==> config.mk <==
export PLATFORM = sky130hd
export DESIGN_NAME = tlb_sw_refill
export DESIGN_NICKNAME = d
export VERILOG_FILES = /design/src/rtl/tlb_pkg.sv /design/src/rtl/tlb_entry_array.sv /design/src/rtl/tlb_match.sv /design/src/rtl/tlb_resp.sv /design/src/rtl/tlb_sw_refill.sv
export SDC_FILE = /design/constraint.sdc
export NUM_CORES = 2
export LEC_CHECK = 0
export BUFFER_PORTS_ARGS = -buffer_cell sky130_fd_sc_hd__buf_2
export CAP_MARGIN = 10
export CORE_ASPECT_RATIO = 0.7
export CORE_UTILIZATION = 25
export DETAILED_ROUTE_END_ITERATION = 16
export PLACE_DENSITY = 0.45
export SETUP_SLACK_MARGIN = 0.3
export SLEW_MARGIN = 25
export SYNTH_ARGS = -nofsm -noshare
export SYNTH_HDL_FRONTEND = slang
export SYNTH_SLANG_ARGS = --single-unit
==> constraint.sdc <==
create_clock -name clk_i -period 18.9 [get_ports clk_i]
set_input_delay 1.89 -clock clk_i [delete_from_list [all_inputs] [get_ports clk_i]]
set_output_delay 1.89 -clock clk_i [all_outputs]
set_load 0.02 [all_outputs]
==> src/rtl/tlb_pkg.sv <==
package tlb_pkg;
  typedef enum logic [1:0] {
    ACC_LOAD  = 2'd0,
    ACC_STORE = 2'd1,
    ACC_FETCH = 2'd2,
    ACC_RSVD  = 2'd3
  } acc_e;

  localparam int RIGHTS_W = 3;
  localparam int RIGHT_R  = 0;
  localparam int RIGHT_W  = 1;
  localparam int RIGHT_X  = 2;

  function automatic logic acc_allowed(input logic [RIGHTS_W-1:0] rights, input acc_e acc);
    case (acc)
      ACC_LOAD:  acc_allowed = rights[RIGHT_R];
      ACC_STORE: acc_allowed = rights[RIGHT_W];
      ACC_FETCH: acc_allowed = rights[RIGHT_X];
      default:   acc_allowed = 1'b0;
    endcase
  endfunction
endpackage

==> src/rtl/tlb_entry_array.sv <==
module tlb_entry_array
  import tlb_pkg::*;
#(
  parameter int ENTRIES = 16,
  parameter int VPN_W   = 20,
  parameter int PPN_W   = 20,
  localparam int IDX_W  = (ENTRIES > 1) ? $clog2(ENTRIES) : 1
) (
  input  logic                clk_i,
  input  logic                rst_ni,
  input  logic                wr_en_i,
  input  logic [IDX_W-1:0]    wr_idx_i,
  input  logic [VPN_W-1:0]    wr_vpn_i,
  input  logic [PPN_W-1:0]    wr_ppn_i,
  input  logic [RIGHTS_W-1:0] wr_rights_i,
  input  logic                wr_valid_i,
  input  logic                wr_dirty_i,
  input  logic                wr_ref_i,
  input  logic                inv_all_i,
  input  logic                clr_ref_i,
  input  logic [ENTRIES-1:0]  set_ref_i,
  input  logic [ENTRIES-1:0]  set_dirty_i,
  output logic [VPN_W-1:0]    vpn_o    [ENTRIES],
  output logic [PPN_W-1:0]    ppn_o    [ENTRIES],
  output logic [RIGHTS_W-1:0] rights_o [ENTRIES],
  output logic [ENTRIES-1:0]  valid_o,
  output logic [ENTRIES-1:0]  dirty_o,
  output logic [ENTRIES-1:0]  ref_o
);
  logic [ENTRIES-1:0] wr_sel;

  for (genvar i = 0; i < ENTRIES; i++) begin : g_ent
    assign wr_sel[i] = wr_en_i && (wr_idx_i == IDX_W'(i));

    always_ff @(posedge clk_i or negedge rst_ni) begin
      if (!rst_ni) begin
        vpn_o[i]    <= '0;
        ppn_o[i]    <= '0;
        rights_o[i] <= '0;
        valid_o[i]  <= 1'b0;
        dirty_o[i]  <= 1'b0;
        ref_o[i]    <= 1'b0;
      end else if (wr_sel[i]) begin
        // refill wins over every hardware update
        vpn_o[i]    <= wr_vpn_i;
        ppn_o[i]    <= wr_ppn_i;
        rights_o[i] <= wr_rights_i;
        valid_o[i]  <= wr_valid_i;
        dirty_o[i]  <= wr_dirty_i;
        ref_o[i]    <= wr_ref_i;
      end else begin
        if (inv_all_i)      valid_o[i] <= 1'b0;
        if (set_ref_i[i])   ref_o[i]   <= 1'b1;
        else if (clr_ref_i) ref_o[i]   <= 1'b0;
        if (set_dirty_i[i]) dirty_o[i] <= 1'b1;
      end
    end


    dirty_rise_chk: assert property (@(posedge clk_i) disable iff (!rst_ni)
      $rose(dirty_o[i]) |-> $past(set_dirty_i[i] || wr_sel[i]));


    ref_rise_chk: assert property (@(posedge clk_i) disable iff (!rst_ni)
      $rose(ref_o[i]) |-> $past(set_ref_i[i] || wr_sel[i]));
  end


  inv_all_chk: assert property (@(posedge clk_i) disable iff (!rst_ni)
    inv_all_i && !wr_en_i |=> valid_o == '0);


  clr_ref_chk: assert property (@(posedge clk_i) disable iff (!rst_ni)
    clr_ref_i && !wr_en_i && (set_ref_i == '0) |=> ref_o == '0);
endmodule

==> src/rtl/tlb_match.sv <==
module tlb_match
  import tlb_pkg::*;
#(
  parameter int ENTRIES = 16,
  parameter int VPN_W   = 20,
  parameter int PPN_W   = 20
) (
  input  logic [VPN_W-1:0]    lk_vpn_i,
  input  logic [VPN_W-1:0]    vpn_i    [ENTRIES],
  input  logic [PPN_W-1:0]    ppn_i    [ENTRIES],
  input  logic [RIGHTS_W-1:0] rights_i [ENTRIES],
  input  logic [ENTRIES-1:0]  valid_i,
  output logic [ENTRIES-1:0]  hit_vec_o,
  output logic                any_o,
  output logic                multi_o,
  output logic [PPN_W-1:0]    ppn_o,
  output logic [RIGHTS_W-1:0] rights_o
);
  for (genvar i = 0; i < ENTRIES; i++) begin : g_cmp
    assign hit_vec_o[i] = valid_i[i] && (vpn_i[i] == lk_vpn_i);
  end

  // OR-reduce selected fields; only meaningful on a single match
  always_comb begin
    ppn_o    = '0;
    rights_o = '0;
    for (int i = 0; i < ENTRIES; i++) begin
      if (hit_vec_o[i]) begin
        ppn_o    = ppn_o | ppn_i[i];
        rights_o = rights_o | rights_i[i];
      end
    end
  end

  assign any_o   = |hit_vec_o;
  assign multi_o = any_o && !$onehot(hit_vec_o);
endmodule

==> src/rtl/tlb_resp.sv <==
module tlb_resp #(
  parameter int PA_W   = 32,
  parameter int PAGE_W = 12,
  localparam int PPN_W = PA_W - PAGE_W
) (
  input  logic              clk_i,
  input  logic              rst_ni,
  input  logic              req_i,
  input  logic              any_i,
  input  logic              multi_i,
  input  logic              allowed_i,
  input  logic [PPN_W-1:0]  ppn_i,
  input  logic [PAGE_W-1:0] off_i,
  output logic              done_o,
  output logic              hit_o,
  output logic              miss_o,
  output logic              fault_o,
  output logic              multi_o,
  output logic [PA_W-1:0]   paddr_o
);
  logic single, hit_d;
  assign single = any_i && !multi_i;
  assign hit_d  = req_i && single && allowed_i;

  always_ff @(posedge clk_i or negedge rst_ni) begin
    if (!rst_ni) begin
      done_o  <= 1'b0;
      hit_o   <= 1'b0;
      miss_o  <= 1'b0;
      fault_o <= 1'b0;
      multi_o <= 1'b0;
      paddr_o <= '0;
    end else begin
      done_o  <= req_i;
      hit_o   <= hit_d;
      miss_o  <= req_i && !any_i;
      fault_o <= req_i && single && !allowed_i;
      multi_o <= req_i && multi_i;
      paddr_o <= hit_d ? {ppn_i, off_i} : '0;
    end
  end


  excl_flags_chk: assert property (@(posedge clk_i) disable iff (!rst_ni)
    $onehot0({hit_o, miss_o, fault_o, multi_o}));


  idle_flags_chk: assert property (@(posedge clk_i) disable iff (!rst_ni)
    !done_o |-> !(hit_o || miss_o || fault_o || multi_o));


  paddr_zero_chk: assert property (@(posedge clk_i) disable iff (!rst_ni)
    !hit_o |-> paddr_o == '0);
endmodule

==> src/rtl/tlb_sw_refill.sv <==
module tlb_sw_refill
  import tlb_pkg::*;
#(
  parameter int ENTRIES = 16,
  parameter int VA_W    = 32,
  parameter int PA_W    = 32,
  parameter int PAGE_W  = 12,
  localparam int VPN_W  = VA_W - PAGE_W,
  localparam int PPN_W  = PA_W - PAGE_W,
  localparam int IDX_W  = (ENTRIES > 1) ? $clog2(ENTRIES) : 1
) (
  input  logic                clk_i,
  input  logic                rst_ni,
  input  logic                lk_valid_i,
  input  logic [VA_W-1:0]     lk_vaddr_i,
  input  logic [1:0]          lk_acc_i,
  output logic                lk_done_o,
  output logic                lk_hit_o,
  output logic                lk_miss_o,
  output logic                lk_fault_o,
  output logic                lk_multi_o,
  output logic [PA_W-1:0]     lk_paddr_o,
  input  logic                wr_en_i,
  input  logic [IDX_W-1:0]    wr_idx_i,
  input  logic [VPN_W-1:0]    wr_vpn_i,
  input  logic [PPN_W-1:0]    wr_ppn_i,
  input  logic [RIGHTS_W-1:0] wr_rights_i,
  input  logic                wr_valid_i,
  input  logic                wr_dirty_i,
  input  logic                wr_ref_i,
  input  logic                inv_all_i,
  input  logic                clr_ref_i,
  input  logic [IDX_W-1:0]    rd_idx_i,
  output logic [VPN_W-1:0]    rd_vpn_o,
  output logic [PPN_W-1:0]    rd_ppn_o,
  output logic [RIGHTS_W-1:0] rd_rights_o,
  output logic                rd_valid_o,
  output logic                rd_dirty_o,
  output logic                rd_ref_o
);
  logic [VPN_W-1:0]    vpn_q    [ENTRIES];
  logic [PPN_W-1:0]    ppn_q    [ENTRIES];
  logic [RIGHTS_W-1:0] rights_q [ENTRIES];
  logic [ENTRIES-1:0]  valid_q, dirty_q, ref_q;
  logic [ENTRIES-1:0]  hit_vec, set_ref, set_dirty;
  logic                any_hit, multi_hit, single, allowed;
  logic [PPN_W-1:0]    ppn_sel;
  logic [RIGHTS_W-1:0] rights_sel;
  acc_e                acc;

  assign acc     = acc_e'(lk_acc_i);
  assign single  = any_hit && !multi_hit;
  assign allowed = acc_allowed(rights_sel, acc);

  assign set_ref   = (lk_valid_i && single) ? hit_vec : '0;
  assign set_dirty = (lk_valid_i && single && allowed && acc == ACC_STORE) ? hit_vec : '0;

  tlb_entry_array #(.ENTRIES(ENTRIES), .VPN_W(VPN_W), .PPN_W(PPN_W)) u_array (
    .clk_i       (clk_i),
    .rst_ni      (rst_ni),
    .wr_en_i     (wr_en_i),
    .wr_idx_i    (wr_idx_i),
    .wr_vpn_i    (wr_vpn_i),
    .wr_ppn_i    (wr_ppn_i),
    .wr_rights_i (wr_rights_i),
    .wr_valid_i  (wr_valid_i),
    .wr_dirty_i  (wr_dirty_i),
    .wr_ref_i    (wr_ref_i),
    .inv_all_i   (inv_all_i),
    .clr_ref_i   (clr_ref_i),
    .set_ref_i   (set_ref),
    .set_dirty_i (set_dirty),
    .vpn_o       (vpn_q),
    .ppn_o       (ppn_q),
    .rights_o    (rights_q),
    .valid_o     (valid_q),
    .dirty_o     (dirty_q),
    .ref_o       (ref_q)
  );

  tlb_match #(.ENTRIES(ENTRIES), .VPN_W(VPN_W), .PPN_W(PPN_W)) u_match (
    .lk_vpn_i  (lk_vaddr_i[VA_W-1:PAGE_W]),
    .vpn_i     (vpn_q),
    .ppn_i     (ppn_q),
    .rights_i  (rights_q),
    .valid_i   (valid_q),
    .hit_vec_o (hit_vec),
    .any_o     (any_hit),
    .multi_o   (multi_hit),
    .ppn_o     (ppn_sel),
    .rights_o  (rights_sel)
  );

  tlb_resp #(.PA_W(PA_W), .PAGE_W(PAGE_W)) u_resp (
    .clk_i     (clk_i),
    .rst_ni    (rst_ni),
    .req_i     (lk_valid_i),
    .any_i     (any_hit),
    .multi_i   (multi_hit),
    .allowed_i (allowed),
    .ppn_i     (ppn_sel),
    .off_i     (lk_vaddr_i[PAGE_W-1:0]),
    .done_o    (lk_done_o),
    .hit_o     (lk_hit_o),
    .miss_o    (lk_miss_o),
    .fault_o   (lk_fault_o),
    .multi_o   (lk_multi_o),
    .paddr_o   (lk_paddr_o)
  );

  assign rd_vpn_o    = vpn_q[rd_idx_i];
  assign rd_ppn_o    = ppn_q[rd_idx_i];
  assign rd_rights_o = rights_q[rd_idx_i];
  assign rd_valid_o  = valid_q[rd_idx_i];
  assign rd_dirty_o  = dirty_q[rd_idx_i];
  assign rd_ref_o    = ref_q[rd_idx_i];


  offset_pass_chk: assert property (@(posedge clk_i) disable iff (!rst_ni)
    lk_hit_o |-> lk_paddr_o[PAGE_W-1:0] == $past(lk_vaddr_i[PAGE_W-1:0]));


  multi_no_upd_chk: assert property (@(posedge clk_i) disable iff (!rst_ni)
    lk_valid_i && multi_hit && !wr_en_i && !clr_ref_i |=> $stable(ref_q) && $stable(dirty_q));


  miss_no_upd_chk: assert property (@(posedge clk_i) disable iff (!rst_ni)
    lk_valid_i && !any_hit && !wr_en_i && !clr_ref_i && !inv_all_i
      |=> $stable(ref_q) && $stable(dirty_q) && $stable(valid_q));
endmodule

Word level (Yosys, flattened, before mapping)
Cells that the tools add are included.
W data, S select, Z words.
- register bits after elaboration: 773
- bits of input ports: 94
- add/sub/neg operators: 15
- order comparisons: 2
- equality and inequality tests: 34
- muxes and demuxes: 133
- bitwise gates (word level): 31
- reductions and logical operators: 95
- operator list (operator ; number):
    $mux W20 ; 20
    $eq A20 B20 Y1 ; 16
    $or A20 B20 Y20 ; 15
    $bmux W20 S4 ; 2
    $mux W1 ; 85
    $reduce_bool A2 Y1 ; 32
    $mux W3 ; 18
    $reduce_bool A3 Y1 ; 16
    $or A3 B3 Y3 ; 15
    $logic_and A1 B1 Y1 ; 40
    $add A5 B5 Y5 ; 7
    $eq A4 B4 Y1 const B ; 8
    $mux W16 ; 2
    $mux W32 ; 1
    $add A1 B1 Y2 ; 8
    $eq A4 B3 Y1 const B ; 4
    $reduce_or A16 Y1 ; 1
    $bmux W1 S4 ; 3
    $bmux W3 S4 ; 1
    $eq A4 B2 Y1 const B ; 2
    $eq A5 B1 Y1 const B ; 1
    $ge A5 B5 Y1 const B ; 1
    $lt A4 B5 Y1 const B ; 1
    $not A4 Y5 ; 1
    7 further kinds ; 10

Longest topological paths before layout
- depth in word-level cells: 39
- mapped depth: 28
- depth with buffers taken out: 23

Hierarchy
From an unflattened synthesis, not the netlist that was laid out.
- cell total of the unflattened synthesis: 2942
- area, all modules: 40910.5 µm²
- modules (own cells, without submodules) (module ; times used ; cells an instance ; area each (µm²) ; sequential area each (µm²)):
    tlb_entry_array ; 1 ; 1676 ; 27600.2 ; 18417.7
    tlb_match ; 1 ; 764 ; 6481.2 ; 0.0
    tlb_sw_refill ; 1 ; 426 ; 5614.1 ; 0.0
    tlb_resp ; 1 ; 76 ; 1214.9 ; 925.9

Least setup slack after synthesis
OpenSTA, ideal clock, no wires.
- path kind: in2reg
- start: input port lk_vaddr_i[22]
- end: register u_array.dirty_o[8]
- setup time: 0.077 ns
- arrival: 7.841 ns
- required time: 18.823 ns
- slack: 10.982 ns
- stages: 24
- path buffers: 4
- cell sequence: buf_2 buf_4 xor2_1 nor4_1 nand3_1 nor3_2 clkbuf_1 ha_1 inv_1 fa_1 fa_1 fa_1 inv_1 fa_1 ha_1 fa_1 nor4b_1 nand2_1 nor2_1 inv_1 a311o_1 buf_2 o21ba_1 a21oi_1
- word-level cells in the longest chain between the ends: 38
- ends and longest elaborated chain (item ; line ; text):
    start, declared ; tlb_sw_refill.sv:15 ; input logic [VA_W-1:0] lk_vaddr_i,
    $eq A20 B20 Y1 ; tlb_match.sv:20 ; assign hit_vec_o[i] = valid_i[i] && (vpn_i[i] == lk_vpn_i);
    $logic_and A1 B1 Y1 ; tlb_match.sv:20 ;
    $mux W3 ; tlb_match.sv:28 ; if (hit_vec_o[i]) begin
    $or A3 B3 Y3 ; tlb_match.sv:30 ; rights_o = rights_o | rights_i[i];
    $mux W3 ; tlb_match.sv:28 ;
    $or A3 B3 Y3 ; tlb_match.sv:30 ;
    $mux W3 ; tlb_match.sv:28 ;
    $or A3 B3 Y3 ; tlb_match.sv:30 ;
    (+21 left out) ; -- ;
    $or A3 B3 Y3 ; tlb_match.sv:30 ;
    $mux W3 ; tlb_match.sv:28 ;
    $or A3 B3 Y3 ; tlb_match.sv:30 ;
    $mux W3 ; tlb_match.sv:28 ;
    $pmux W1 S3 ; tlb_pkg.sv:15 ; case (acc)
    $logic_and A1 B1 Y1 (2 in a row) ; tlb_sw_refill.sv:56 ; assign set_dirty = (lk_valid_i && single && allowed && acc == ACC_STORE) ? hit_vec : '0;
    $mux W16 * ; tlb_sw_refill.sv:56 ;
    $reduce_bool A2 Y1 (no line) * ; -- ;
    end signal, assigned by index ; tlb_entry_array.sv:49 ; dirty_o[i] <= wr_dirty_i;
    end, declared ; tlb_entry_array.sv:27 ; output logic [ENTRIES-1:0] dirty_o,
Every way passes the cells marked *; elsewhere a longest branch is shown, timed or not.
A chain may end at the register's enable or synchronous reset.

Final worst setup path
- start: input port lk_vaddr_i[25]
- end: register u_resp.paddr_o[17]
- word-level cells in the longest chain between the ends: 36
- ends and longest elaborated chain (item ; line ; text):
    $eq A20 B20 Y1 ; tlb_match.sv:20 ;
    $logic_and A1 B1 Y1 ; tlb_match.sv:20 ;
    $mux W3 ; tlb_match.sv:28 ;
    $or A3 B3 Y3 ; tlb_match.sv:30 ;
    $mux W3 ; tlb_match.sv:28 ;
    $or A3 B3 Y3 ; tlb_match.sv:30 ;
    $mux W3 ; tlb_match.sv:28 ;
    $or A3 B3 Y3 ; tlb_match.sv:30 ;
    (+20 left out) ; -- ;
    $mux W3 ; tlb_match.sv:28 ;
    $or A3 B3 Y3 ; tlb_match.sv:30 ;
    $mux W3 ; tlb_match.sv:28 ;
    $or A3 B3 Y3 ; tlb_match.sv:30 ;
    $mux W3 ; tlb_match.sv:28 ;
    $pmux W1 S3 ; tlb_pkg.sv:15 ;
    $logic_and A1 B1 Y1 ; tlb_resp.sv:23 ; assign hit_d = req_i && single && allowed_i;
    $mux W32 * ; tlb_resp.sv:39 ; paddr_o <= hit_d ? {ppn_i, off_i} : '0;
    end signal, assigned ; tlb_resp.sv:39 ;
    end, declared ; tlb_resp.sv:19 ; output logic [PA_W-1:0] paddr_o
Marked as above.

==> summary.txt <==
STA
  – Slew Limit Headroom: 0.2044
  – Post-layout minimum cycle time: 9.475 ns
  – Final Max Tran Viols: 0
  – RSZ-0062 raised after global routing: no
  – Final setup TNS: 0 ns
  – Max Fclk: 105.5 MHz
  – Worst slew pin tran: 1.182 ns
  – # setup viols final: 0
  – Fin crit share: 0.5013
  – Clock skew: 0.04858 ns
  – Setup ws final: 9.425 ns
  – Final Hold Fails: 0

GRT
  – GR Util All Layers: 0.2014
  – Grt met1 use: 0.3037
  – Vias in the first global route: 27,281
  – Antenna violations before repair: 25
  – GR peak layer: met1
  – Met2 global-route usage: 0.2804
  – GR Util met3: 0.05556
  – Largest net degree at the start of global routing: 102
  – Grt total ovfl: 0
  – First-pass GRT wire length: 234,800 µm

Logic synthesis
  – Sequential share of the synthesized area: 0.4750
  – Synthesized netlist net count: 3,018
  – Yosys reg bits: 773
  – Syn Std Cell Area: 40,720 µm²
  – Netlist cell types: 50
  – Ys flop type: dfrtp_1
  – Post-synth EDFFs: 0
  – Mapped Avg Cell Area: 14.08 µm²
  – Post-Syn Instances: 2,892
  – Ys Warns: 0
  – FFs w/ async S/R, synth: 1.000

Pwr
  – Lkg Pwr: 0.01897 µW
  – Pwr Density: 114.9 nW/µm²
  – VDD IR max: 60.54 µV

Route
  – Post-DR wirelength/cell: 32.52 µm
  – Final wirelength: 167,600 µm
  – DR pass1 iterations: 6
  – Final ANT Viol Nets: 0
  – Via count: 27,442
  – Total DRC errors in the routed layout: 0
  – DR iter-0 viols: 2,850
  – Avg Vias per Cell: 5.325

Outcome
  – Status: complete, no violations

Setup path
  – Worst reg2reg path endpoint: u_resp.paddr_o[17]
  – R2R setup slack: 10.63 ns
  – WS Path Type: input pin to register
  – Crit end category: register
  – Crit path required time: 19.51 ns
  – Worst EP arrival: 10.08 ns
  – Crit Path Max Fanout: 32
  – Critical path launch point type: input pin
  – Reg2Reg Depth: 22
  – Beginning of the worst register-to-register path: u_array.vpn_o[113]

CTS
  – Total CTS buffers: 89
  – Post CTS Setup Buffer Count: 0
  – Depth of the CTS H-tree: 3
  – CTS tree: built
  – Root Buffer: clkbuf_16
  – Cts hold-fix bufs: 0
  – Post-cts gate resize count: 0
  – CTS Buffer Depth: 3
  – Clock transition at path regs: 0.06 ns
  – Clock Sinks: 773
  – Worst skew pair latency: 0.73 ns

Hold path
  – WHS Path Cells: 2
  – Hold path start: u_array.dirty_o[3]
  – Hold Path End: u_array.dirty_o[3]
  – Worst hold path class: register to register

Die
  – Die Span Y: 339.7 µm
  – # rows: 123
  – DIE AREA: 164,500 µm²
  – Horiz. Die Dim: 484.4 µm
  – Num ports: 177
  – Initial Utilization: 0.2527
  – CORE AREA: 161,100 µm²

Place
  – Routability Congestion: 0.9611
  – HPWL after detailed placement: 107,100 µm
  – Placed Cells: 4,979
  – Port Buffers: 176
  – Post-Place Worst Slack: 8.483 ns

Final layout
  – Final core occ: 0.2909
  – # nets final: 3,072
  – Fin cells: 5,153
  – Area growth syn-to-layout: 15.09%
  – Most common cell after layout, fill and taps aside: dfrtp_1
  – Fraction of layout cells with a size suffix above 1: 0.4455
  – Most frequent cells in the layout: 773 x dfrtp_1, 697 x mux2_2, 230 x mux4_2

Run
  – Max-cap violations: 0
[layer usage]
metal / part of all wire / routed length [µm]
met4: 0.023 / 3793
met3: 0.083 / 13980
met5: 0.00048 / 81
met2: 0.42 / 69950
met1: 0.48 / 79760
[report_power, final]
group,leakage (µW),switching (µW),internal (µW)
Combinational,0.00790,579,601
Clock,0.00149,777,1040
Sequential,0.00958,380,2010
Total,0.0190,1740,3650
[worst max path at each step]
stage,slack (ns),end,from
finish,9.43,u_resp.paddr_o[17],lk_vaddr_i[25]
detailed placement,8.48,u_resp.paddr_o[17],lk_vaddr_i[25]
floorplan,10.98,u_array.dirty_o[8],lk_vaddr_i[22]
global route,9.05,u_resp.paddr_o[17],lk_vaddr_i[25]
CTS,9.26,u_resp.paddr_o[17],lk_vaddr_i[25]
global placement,8.56,u_resp.paddr_o[14],lk_vaddr_i[25]
[kinds of logic after synthesis]
kind of cell / Yosys count / share of synthesized area
flip-flops: 773 / 0.4750
XOR/XNOR: 320 / 0.06883
buffers and inverters: 312 / 0.03186
AO/OA/AOI/OAI: 279 / 0.05500
multiplexers: 927 / 0.3199
adder cells (fa/ha/maj): 32 / 0.01186
AND/OR/NAND/NOR: 249 / 0.03749
[layout make-up]
class / count / area [µm²]
Multi-Input combinational cell: 1807 / 20230
Sequential cell: 773 / 19340
Fill cell: 16206 / 114300
Clock inverter: 30 / 334.1
Timing Repair Buffer: 232 / 1416
Tap cell: 2125 / 2659
Inverter: 43 / 161.4
Antenna cell: 7 / 17.52
Clock buffer: 136 / 2705
[synth_stat cells (2+ instances only)]
master | count | area share
nor2b_1 | 28 | 0.0043
nor4_1 | 42 | 0.0065
buf_6 | 5 | 0.0014
a311oi_1 | 2 | 0.00043
ha_1 | 21 | 0.0065
a221oi_1 | 86 | 0.018
nand2b_1 | 15 | 0.0023
and2_1 | 3 | 0.00046
xnor2_1 | 169 | 0.036
clkbuf_1 | 143 | 0.013
o21bai_1 | 9 | 0.0017
a22oi_1 | 2 | 0.00037
dfrtp_1 | 773 | 0.48
a222oi_1 | 2 | 0.00049
nand3_1 | 19 | 0.0023
nor3_1 | 5 | 0.00061
buf_4 | 16 | 0.0029
mux4_2 | 230 | 0.13
xor2_1 | 151 | 0.032
inv_1 | 42 | 0.0039
nand3b_1 | 8 | 0.0015
nor4_4 | 7 | 0.0037
nor2_1 | 27 | 0.0025
nor3_2 | 2 | 0.00049
a31oi_1 | 6 | 0.00092
nand4_1 | 45 | 0.0069
nand2_1 | 28 | 0.0026
and3_1 | 11 | 0.0017
buf_1 | 82 | 0.0076
or3_1 | 4 | 0.00061
a22o_1 | 91 | 0.020
a41oi_1 | 20 | 0.0043
fa_1 | 11 | 0.0054
a21oi_1 | 26 | 0.0032
buf_2 | 23 | 0.0028
mux2_2 | 697 | 0.19
o21ai_0 | 28 | 0.0034
[registers in the layout, summed over array words and instances, names as in the netlist]
register	count
u_resp.miss_o	1
u_resp.multi_o	1
u_resp.hit_o	1
u_resp.paddr_o	32
u_resp.done_o	1
u_resp.fault_o	1
u_array.vpn_o	320
u_array.ref_o	16
u_array.valid_o	16
u_array.ppn_o	320
u_array.rights_o	48
u_array.dirty_o	16
[critical path: stages]
cell      delay, ns
buf_2          0.51
xor2_1         0.29
nor4_1         0.79
nand4_1        0.28
nor4_4         0.34
buf_4          0.54
ha_1           0.35
inv_1          0.09
fa_1           0.42
inv_1          0.10
fa_1           0.41
fa_1           0.44
fa_1           0.47
ha_1           0.23
fa_1           0.47
nor4b_1        0.40
nand2_1        0.15
nor2_4         0.53
inv_1          0.15
a311oi_1       0.39
a31oi_4        0.05
buf_4          0.33
a41oi_1        0.30
[per-stage QoR]
stage / instance area (µm²) / hold slack, ns / power [µW]
after floorplan: 40720 / 0.4755 / 3029
after global placement: 43710 / 0.4991 / 3562
after detailed placement: 43770 / 0.5044 / 3562
after CTS: 46810 / 0.5186 / 5398
after global routing: 46860 / 0.5495 / 5589
final: 46860 / 0.5160 / 5383
Note: power is estimated with default switching activity, not from simulation.
